`config.mk`:
```
export PLATFORM = sky130hd
export DESIGN_NAME = loop_idx_counter
export DESIGN_NICKNAME = d
export VERILOG_FILES = /design/src/rtl/lic_pkg.sv /design/src/rtl/lic_cfg_regs.sv /design/src/rtl/lic_stepper.sv /design/src/rtl/lic_seq.sv /design/src/rtl/loop_idx_counter.sv
export SDC_FILE = /design/constraint.sdc
export NUM_CORES = 1
export LEC_CHECK = 0
export BUFFER_PORTS_ARGS = -buffer_cell sky130_fd_sc_hd__buf_4
export CAP_MARGIN = 10
export CORE_MARGIN = 5
export CORE_UTILIZATION = 30
export DETAILED_ROUTE_END_ITERATION = 16
export GPL_TIMING_DRIVEN = 1
export PLACE_DENSITY = 0.51
export SLEW_MARGIN = 10
export SYNTH_ARGS = -nofsm -noshare
export SYNTH_HDL_FRONTEND = slang
export SYNTH_SLANG_ARGS = --single-unit
```
`constraint.sdc`:
```
create_clock -name clk -period 5.8 [get_ports clk]
set_input_delay 1.16 -clock clk [delete_from_list [all_inputs] [get_ports clk]]
set_output_delay 1.16 -clock clk [all_outputs]
set_load 0.02 [all_outputs]
```
`src/rtl/lic_pkg.sv`:
```
package lic_pkg;

  typedef enum logic [0:0] {
    OP_SOLO  = 1'b0,
    OP_CHAIN = 1'b1
  } lic_op_e;

  typedef enum logic [1:0] {
    CMD_NONE     = 2'b00,
    CMD_COMPLETE = 2'b01,
    CMD_UPDATE   = 2'b10
  } lic_cmd_e;

  typedef enum logic [2:0] {
    ST_IDLE = 3'd0,
    ST_RUN  = 3'd1,
    ST_TERM = 3'd2,
    ST_WAIT = 3'd3,
    ST_DONE = 3'd4
  } lic_state_e;

endpackage

```
`src/rtl/lic_cfg_regs.sv`:
```
module lic_cfg_regs #(
  parameter int W = 16
) (
  input  logic                 clk,
  input  logic                 rst_n,
  input  logic                 load,
  input  logic                 op_in,
  input  logic [W-1:0]         lo_in,
  input  logic [W-1:0]         step_in,
  input  logic [W-1:0]         hi_in,
  output lic_pkg::lic_op_e     op,
  output logic [W-1:0]         lo,
  output logic [W-1:0]         step,
  output logic [W-1:0]         hi
);
  import lic_pkg::*;

  always_ff @(posedge clk) begin
    if (!rst_n) begin
      op   <= OP_SOLO;
      lo   <= '0;
      step <= '0;
      hi   <= '0;
    end else if (load) begin
      op   <= lic_op_e'(op_in);
      lo   <= lo_in;
      step <= step_in;
      hi   <= hi_in;
    end
  end

endmodule

```
`src/rtl/lic_stepper.sv`:
```
module lic_stepper #(
  parameter int W = 16
) (
  input  logic [W-1:0] cur,
  input  logic [W-1:0] step,
  input  logic [W-1:0] lo,
  input  logic [W-1:0] hi,
  output logic [W-1:0] nxt,
  output logic         nxt_ok,
  output logic         lo_ok
);
  localparam int WX = W + 1;

  // Add with one carry bit so that an overflow is visible.
  function automatic logic [WX-1:0] f_add_wide(input logic [W-1:0] a, input logic [W-1:0] b);
    return {1'b0, a} + {1'b0, b};
  endfunction

  // A value is usable only when it has no carry-out and is below the bound.
  function automatic logic f_fits(input logic [WX-1:0] v, input logic [W-1:0] bound);
    return (v[WX-1] == 1'b0) && (v[W-1:0] < bound);
  endfunction

  logic [WX-1:0] sum_wide;

  always_comb begin
    sum_wide = f_add_wide(cur, step);
    nxt      = sum_wide[W-1:0];
    nxt_ok   = f_fits(sum_wide, hi);
    lo_ok    = f_fits({1'b0, lo}, hi);
  end

endmodule

```
`src/rtl/lic_seq.sv`:
```
module lic_seq #(
  parameter int W = 16
) (
  input  logic                 clk,
  input  logic                 rst_n,
  input  logic                 cfg_load,
  input  lic_pkg::lic_op_e     op,
  input  logic [W-1:0]         lo,
  input  logic [W-1:0]         step,
  input  logic [W-1:0]         hi,
  input  logic [W-1:0]         nxt,
  input  logic                 nxt_ok,
  input  logic                 lo_ok,
  input  logic                 kick,
  input  logic                 idx_ready,
  input  logic                 cmd_ready,
  output logic [W-1:0]         cur,
  output logic                 idx_valid,
  output logic                 idx_pred,
  output logic                 cmd_valid,
  output logic [1:0]           cmd_code
);
  import lic_pkg::*;

  lic_state_e state;

  // Named internal events
  logic ev_fire;   // index handshake
  logic ev_term;   // command handshake
  logic ev_arm;    // a kick that starts a pass
  logic in_done;

  assign ev_fire = idx_valid && idx_ready;
  assign ev_term = cmd_valid && cmd_ready;
  assign ev_arm  = kick && ((state == ST_IDLE) || (state == ST_WAIT));
  assign in_done = (state == ST_DONE);

  always_ff @(posedge clk) begin
    if (!rst_n) begin
      state <= ST_IDLE;
      cur   <= '0;
    end else if (cfg_load) begin
      state <= ST_IDLE;
    end else begin
      case (state)
        ST_IDLE, ST_WAIT: begin
          if (kick) begin
            cur   <= lo;
            state <= lo_ok ? ST_RUN : ST_TERM;
          end
        end
        ST_RUN: begin
          if (idx_ready) begin
            if (nxt_ok) cur <= nxt;
            else        state <= ST_TERM;
          end
        end
        ST_TERM: begin
          if (cmd_ready) state <= (op == OP_CHAIN) ? ST_WAIT : ST_DONE;
        end
        default: state <= state;
      endcase
    end
  end

  always_comb begin
    idx_valid = (state == ST_RUN);
    idx_pred  = (state == ST_RUN) && !nxt_ok;
    cmd_valid = (state == ST_TERM);
    if (state != ST_TERM)    cmd_code = CMD_NONE;
    else if (op == OP_CHAIN) cmd_code = CMD_UPDATE;
    else                     cmd_code = CMD_COMPLETE;
  end

  a_r1_reset_quiet: assert property (@(posedge clk)
    !rst_n |=> !idx_valid && !cmd_valid);

  a_r2_below_bound: assert property (@(posedge clk) disable iff (!rst_n)
    idx_valid |-> cur < hi);

  a_r3_hold_stalled: assert property (@(posedge clk) disable iff (!rst_n)
    idx_valid && !idx_ready && !cfg_load |=> idx_valid && $stable(cur) && $stable(idx_pred));

  a_r4_pred_then_cmd: assert property (@(posedge clk) disable iff (!rst_n)
    ev_fire && idx_pred && !cfg_load |=> cmd_valid);

  a_r5_cmd_hold: assert property (@(posedge clk) disable iff (!rst_n)
    cmd_valid && !cmd_ready && !cfg_load |=> cmd_valid && $stable(cmd_code));

  a_r7_empty_pass: assert property (@(posedge clk) disable iff (!rst_n)
    ev_arm && !cfg_load && !(lo < hi) |=> cmd_valid && !idx_valid);

  a_r8_single_cmd: assert property (@(posedge clk) disable iff (!rst_n)
    ev_term |=> !cmd_valid);

  a_r8_exclusive: assert property (@(posedge clk) disable iff (!rst_n)
    !(idx_valid && cmd_valid));

  a_r9_reload: assert property (@(posedge clk) disable iff (!rst_n)
    ev_arm && !cfg_load && (lo < hi) |=> idx_valid && cur == $past(lo));

  a_r10_done_ignores_kick: assert property (@(posedge clk) disable iff (!rst_n)
    in_done && !cfg_load |=> in_done && !idx_valid && !cmd_valid);

  a_r11_no_wrap: assert property (@(posedge clk) disable iff (!rst_n)
    ev_fire && !idx_pred && !cfg_load && (step != '0) |=> idx_valid && cur > $past(cur));

endmodule

```
`src/rtl/loop_idx_counter.sv`:
```
module loop_idx_counter #(
  parameter int W = 16
) (
  input  logic         clk,
  input  logic         rst_n,
  input  logic         cfg_load,
  input  logic         cfg_op,
  input  logic [W-1:0] cfg_lo,
  input  logic [W-1:0] cfg_step,
  input  logic [W-1:0] cfg_hi,
  input  logic         kick,
  output logic         idx_valid,
  input  logic         idx_ready,
  output logic [W-1:0] idx_data,
  output logic         idx_pred,
  output logic         cmd_valid,
  input  logic         cmd_ready,
  output logic [1:0]   cmd_code
);
  import lic_pkg::*;

  lic_op_e      op;
  logic [W-1:0] lo, step, hi, cur, nxt;
  logic         nxt_ok, lo_ok;

  lic_cfg_regs #(.W(W)) u_cfg (
    .clk(clk), .rst_n(rst_n), .load(cfg_load), .op_in(cfg_op),
    .lo_in(cfg_lo), .step_in(cfg_step), .hi_in(cfg_hi),
    .op(op), .lo(lo), .step(step), .hi(hi)
  );

  lic_stepper #(.W(W)) u_step (
    .cur(cur), .step(step), .lo(lo), .hi(hi),
    .nxt(nxt), .nxt_ok(nxt_ok), .lo_ok(lo_ok)
  );

  lic_seq #(.W(W)) u_seq (
    .clk(clk), .rst_n(rst_n), .cfg_load(cfg_load), .op(op),
    .lo(lo), .step(step), .hi(hi), .nxt(nxt), .nxt_ok(nxt_ok), .lo_ok(lo_ok),
    .kick(kick), .idx_ready(idx_ready), .cmd_ready(cmd_ready),
    .cur(cur), .idx_valid(idx_valid), .idx_pred(idx_pred),
    .cmd_valid(cmd_valid), .cmd_code(cmd_code)
  );

  assign idx_data = cur;

endmodule

```
==> results.sh <==
export IMPL_finalHoldViolations=0
export IMPL_drtIter0Drc=146
export IMPL_synthesis_area_mm2=0.004613
export IMPL_place_port_buffers=75
export IMPL_via_count=3777
export IMPL_post_dp_cell_area_mm2=0.005308
export IMPL_finish_instance_area_mm2=0.005682
export IMPL_drv_cap=0
export IMPL_hold_class="flip-flop to flip-flop"
export IMPL_path_class="flip-flop to output pin"
export IMPL_antenna_found_initial=0
export IMPL_status="complete, no violations"
export IMPL_rows=45
export IMPL_vias_per_cell=4.931
export IMPL_crit_slowest_cell="a221oi_4"
export IMPL_fmax_mhz=181.2
export IMPL_postSynthCellCount=512
export IMPL_syn_nets=614
export IMPL_avgSynthCellArea_um2=9.010
export IMPL_area_growth_syn_to_layout_pct=23.16
export IMPL_setup_viol=0
export IMPL_p_leak_nw=2.596
export IMPL_wl_per_cell_um=15.60
export IMPL_die_y_um=134.0
export IMPL_crit_arrival_ps=4360
export IMPL_grt_overflow=0
export IMPL_gp_congestion=0.8494
export IMPL_grt_pass1_vias=3956
export IMPL_die_area_mm2=0.01796
export IMPL_fin_util_pct=37.51
export IMPL_antenna_cells=0
export IMPL_cp_num_cells=13
export IMPL_ir_drop_mv=0.1553
export IMPL_ys_flop_type="dfxtp_1"
export IMPL_ys_async_sr_fraction_pct=0
export IMPL_final_common_cell="buf_4"
export IMPL_cp_top_family="compound AO/OA/AOI/OAI gates"
export IMPL_cp_max_fo=8
export IMPL_relSlewSlack_pct=41.35
export IMPL_clockBufferDepth=2
export IMPL_synth_distinct_cells=59
export IMPL_path_buf_inv=1
export IMPL_cts_hold_buffers=0
export IMPL_cts_resized=0
export IMPL_crit_path_start_kind="flip-flop"
export IMPL_cp_cell_sequence="ha_1 -> fa_1 -> a211oi_1 -> o21ai_1 -> a221oi_4 -> o21ai_0 -> xor2_1 -> ha_1 -> nand4_1 -> or3b_2 -> o211a_1 -> o21ai_0 -> buf_4"
export IMPL_r2r_cells=13
export IMPL_reg2reg_from="u_seq.cur[0]"
export IMPL_cts_sinks=68
export IMPL_final_setup_tns_ps=0
export IMPL_post_dp_hpwl_mm=9.058
export IMPL_seq_area_frac_synth_pct=29.51
export IMPL_worst_skew_pair_late_latency_ps=340
export IMPL_initial_core_util_pct=30.46
export IMPL_numCtsBuffers=9
export IMPL_cts_setup_buffers=0
export IMPL_cts_root_buf="clkbuf_16"
export IMPL_grt_pass1_wl_mm=19.44
export IMPL_worstSetupStartpoint="u_seq.cur[0]"
export IMPL_wirelength_mm=11.95
export IMPL_die_w_um=134.0
export IMPL_final_nets=675
export IMPL_rsz0062_at_grt="no"
export IMPL_core_area_mm2=0.01515
export IMPL_cellPowerDensity_mw_per_mm2=262.4
export IMPL_cp_required_ps=4640
export IMPL_cts_tree="done"
export IMPL_synth_seq_cells=68
export IMPL_clkTransAtPathRegs_ps=60
export IMPL_final_antenna_net_count=0
export IMPL_fin_crit_ps=5518
export IMPL_fin_crit_sh_pct=95.14
export IMPL_drc=0
export IMPL_slowest_delay_ps=470
export IMPL_yosys_warnings=0
export IMPL_hp_start="u_seq.cur[9]"
export IMPL_crit_path_end_kind="output pin"
export IMPL_ioPinCount=76
export IMPL_layout_common_cells="buf_4, mux2i_1, dfxtp_1"
export IMPL_synth_edff_count=0
export IMPL_drv_slew=0
export IMPL_dr_pass1_iters=4
export IMPL_tightest_slew_ps=879.8
export IMPL_grt_max_degree=83
export IMPL_h_tree_depth=3
export IMPL_finalClockSkew_ps=3.842
export IMPL_drive_gt1_share_pct=18.69
export IMPL_worstHoldPathCells=2
export IMPL_grt_usage_pct=13.66
[synthesized netlist by cell type, drive strengths merged, types with 5 or more instances]
cell type | instances | share of area (%)
mux2i | 69 | 15
dfxtp | 68 | 30
nor2b | 52 | 7.1
ha | 46 | 12
nand2 | 40 | 3.3
o21ai | 23 | 2.5
a21oi | 21 | 2.3
inv | 20 | 1.6
clkbuf | 19 | 1.5
nor2 | 17 | 1.4
a21o | 12 | 2.0
and2 | 11 | 1.5
xnor2 | 10 | 1.9
buf | 8 | 1.0
nand2b | 8 | 1.1
a211oi | 6 | 0.98
and3 | 6 | 0.81
nor3 | 6 | 0.76
nand3 | 5 | 0.54
o211ai | 5 | 0.81
o21a | 5 | 0.81
o31ai | 5 | 0.81
[worst paths after layout]
| check | slack, ps | endpoint |
|---|---|---|
| worst max-delay path | 280 | idx_pred |
| worst min-delay path | 480 | u_seq.cur[9] |
| worst max register to register | 1140 | u_seq.cur[2] |
| worst min register to register | 480 | u_seq.cur[9] |
[cell families after synthesis]
kind of cell    count (synthesis)  share of synthesized area, %
xor+xnor                       13                         2.468
simple gates                  164                         19.56
mux                            72                         15.70
compound gates                101                         15.65
fa+ha+maj                      47                         12.91
flops                          68                         29.51
buf+inv                        47                         4.204
[worst reg2reg max path: stages (launching register included)]
cell      delay (ps)
dfxtp_1          320
ha_1             220
fa_1             430
a211oi_1         420
o21ai_1          230
a221oi_4         470
o21ai_0          190
xor2_1           170
ha_1             300
nand4_1          110
or3b_2           450
o211a_1          290
o21bai_4         530
mux2_1           400
[flip-flops by register name, summed over array words and instances, names as in the netlist]
| register | count |
|---|---|
| u_cfg.hi | 16 |
| u_cfg.lo | 16 |
| u_cfg.op | 1 |
| u_cfg.step | 16 |
| u_seq.cur | 16 |
| u_seq.state | 3 |
[stage by stage]
stage	instances	setup slack [ps]	power (mW)	hold WS, ps
floorplan	512	825.9	0.7257	482.6
global placement	750	755.0	0.8129	469.9
detailed placement	750	667.4	0.8210	480.9
CTS	766	269.4	1.519	488.9
global route	766	61.44	1.570	503.2
finish	766	281.7	1.491	481.8
[report_power, final]
part	switching (mW)	leakage [nW]	total [mW]	internal, mW
Clock	0.209	0.175	0.684	0.475
Combinational	0.154	1.86	0.293	0.139
Sequential	0.0202	0.559	0.514	0.494
[routing by layer]
metal,up-vias,global-route usage [%],wire length [um]
li1,1946,-,-
met4,0,4.800,182
met3,11,3.788,547
met1,1754,15.08,5085
met5,-,0,0
met2,66,25.04,6131
[area by class of cell]
| type | instances | area (um2) |
|---|---|---|
| fillers | 1530 | 9464 |
| clock inverters | 6 | 135.1 |
| inverters | 20 | 75.07 |
| well taps | 188 | 235.2 |
| flip-flops and latches | 68 | 1361 |
| multi-input cells | 397 | 3058 |
| repair buffers | 77 | 578.1 |
| clock buffers | 10 | 239.0 |
Power figures use the tool's default switching activity.
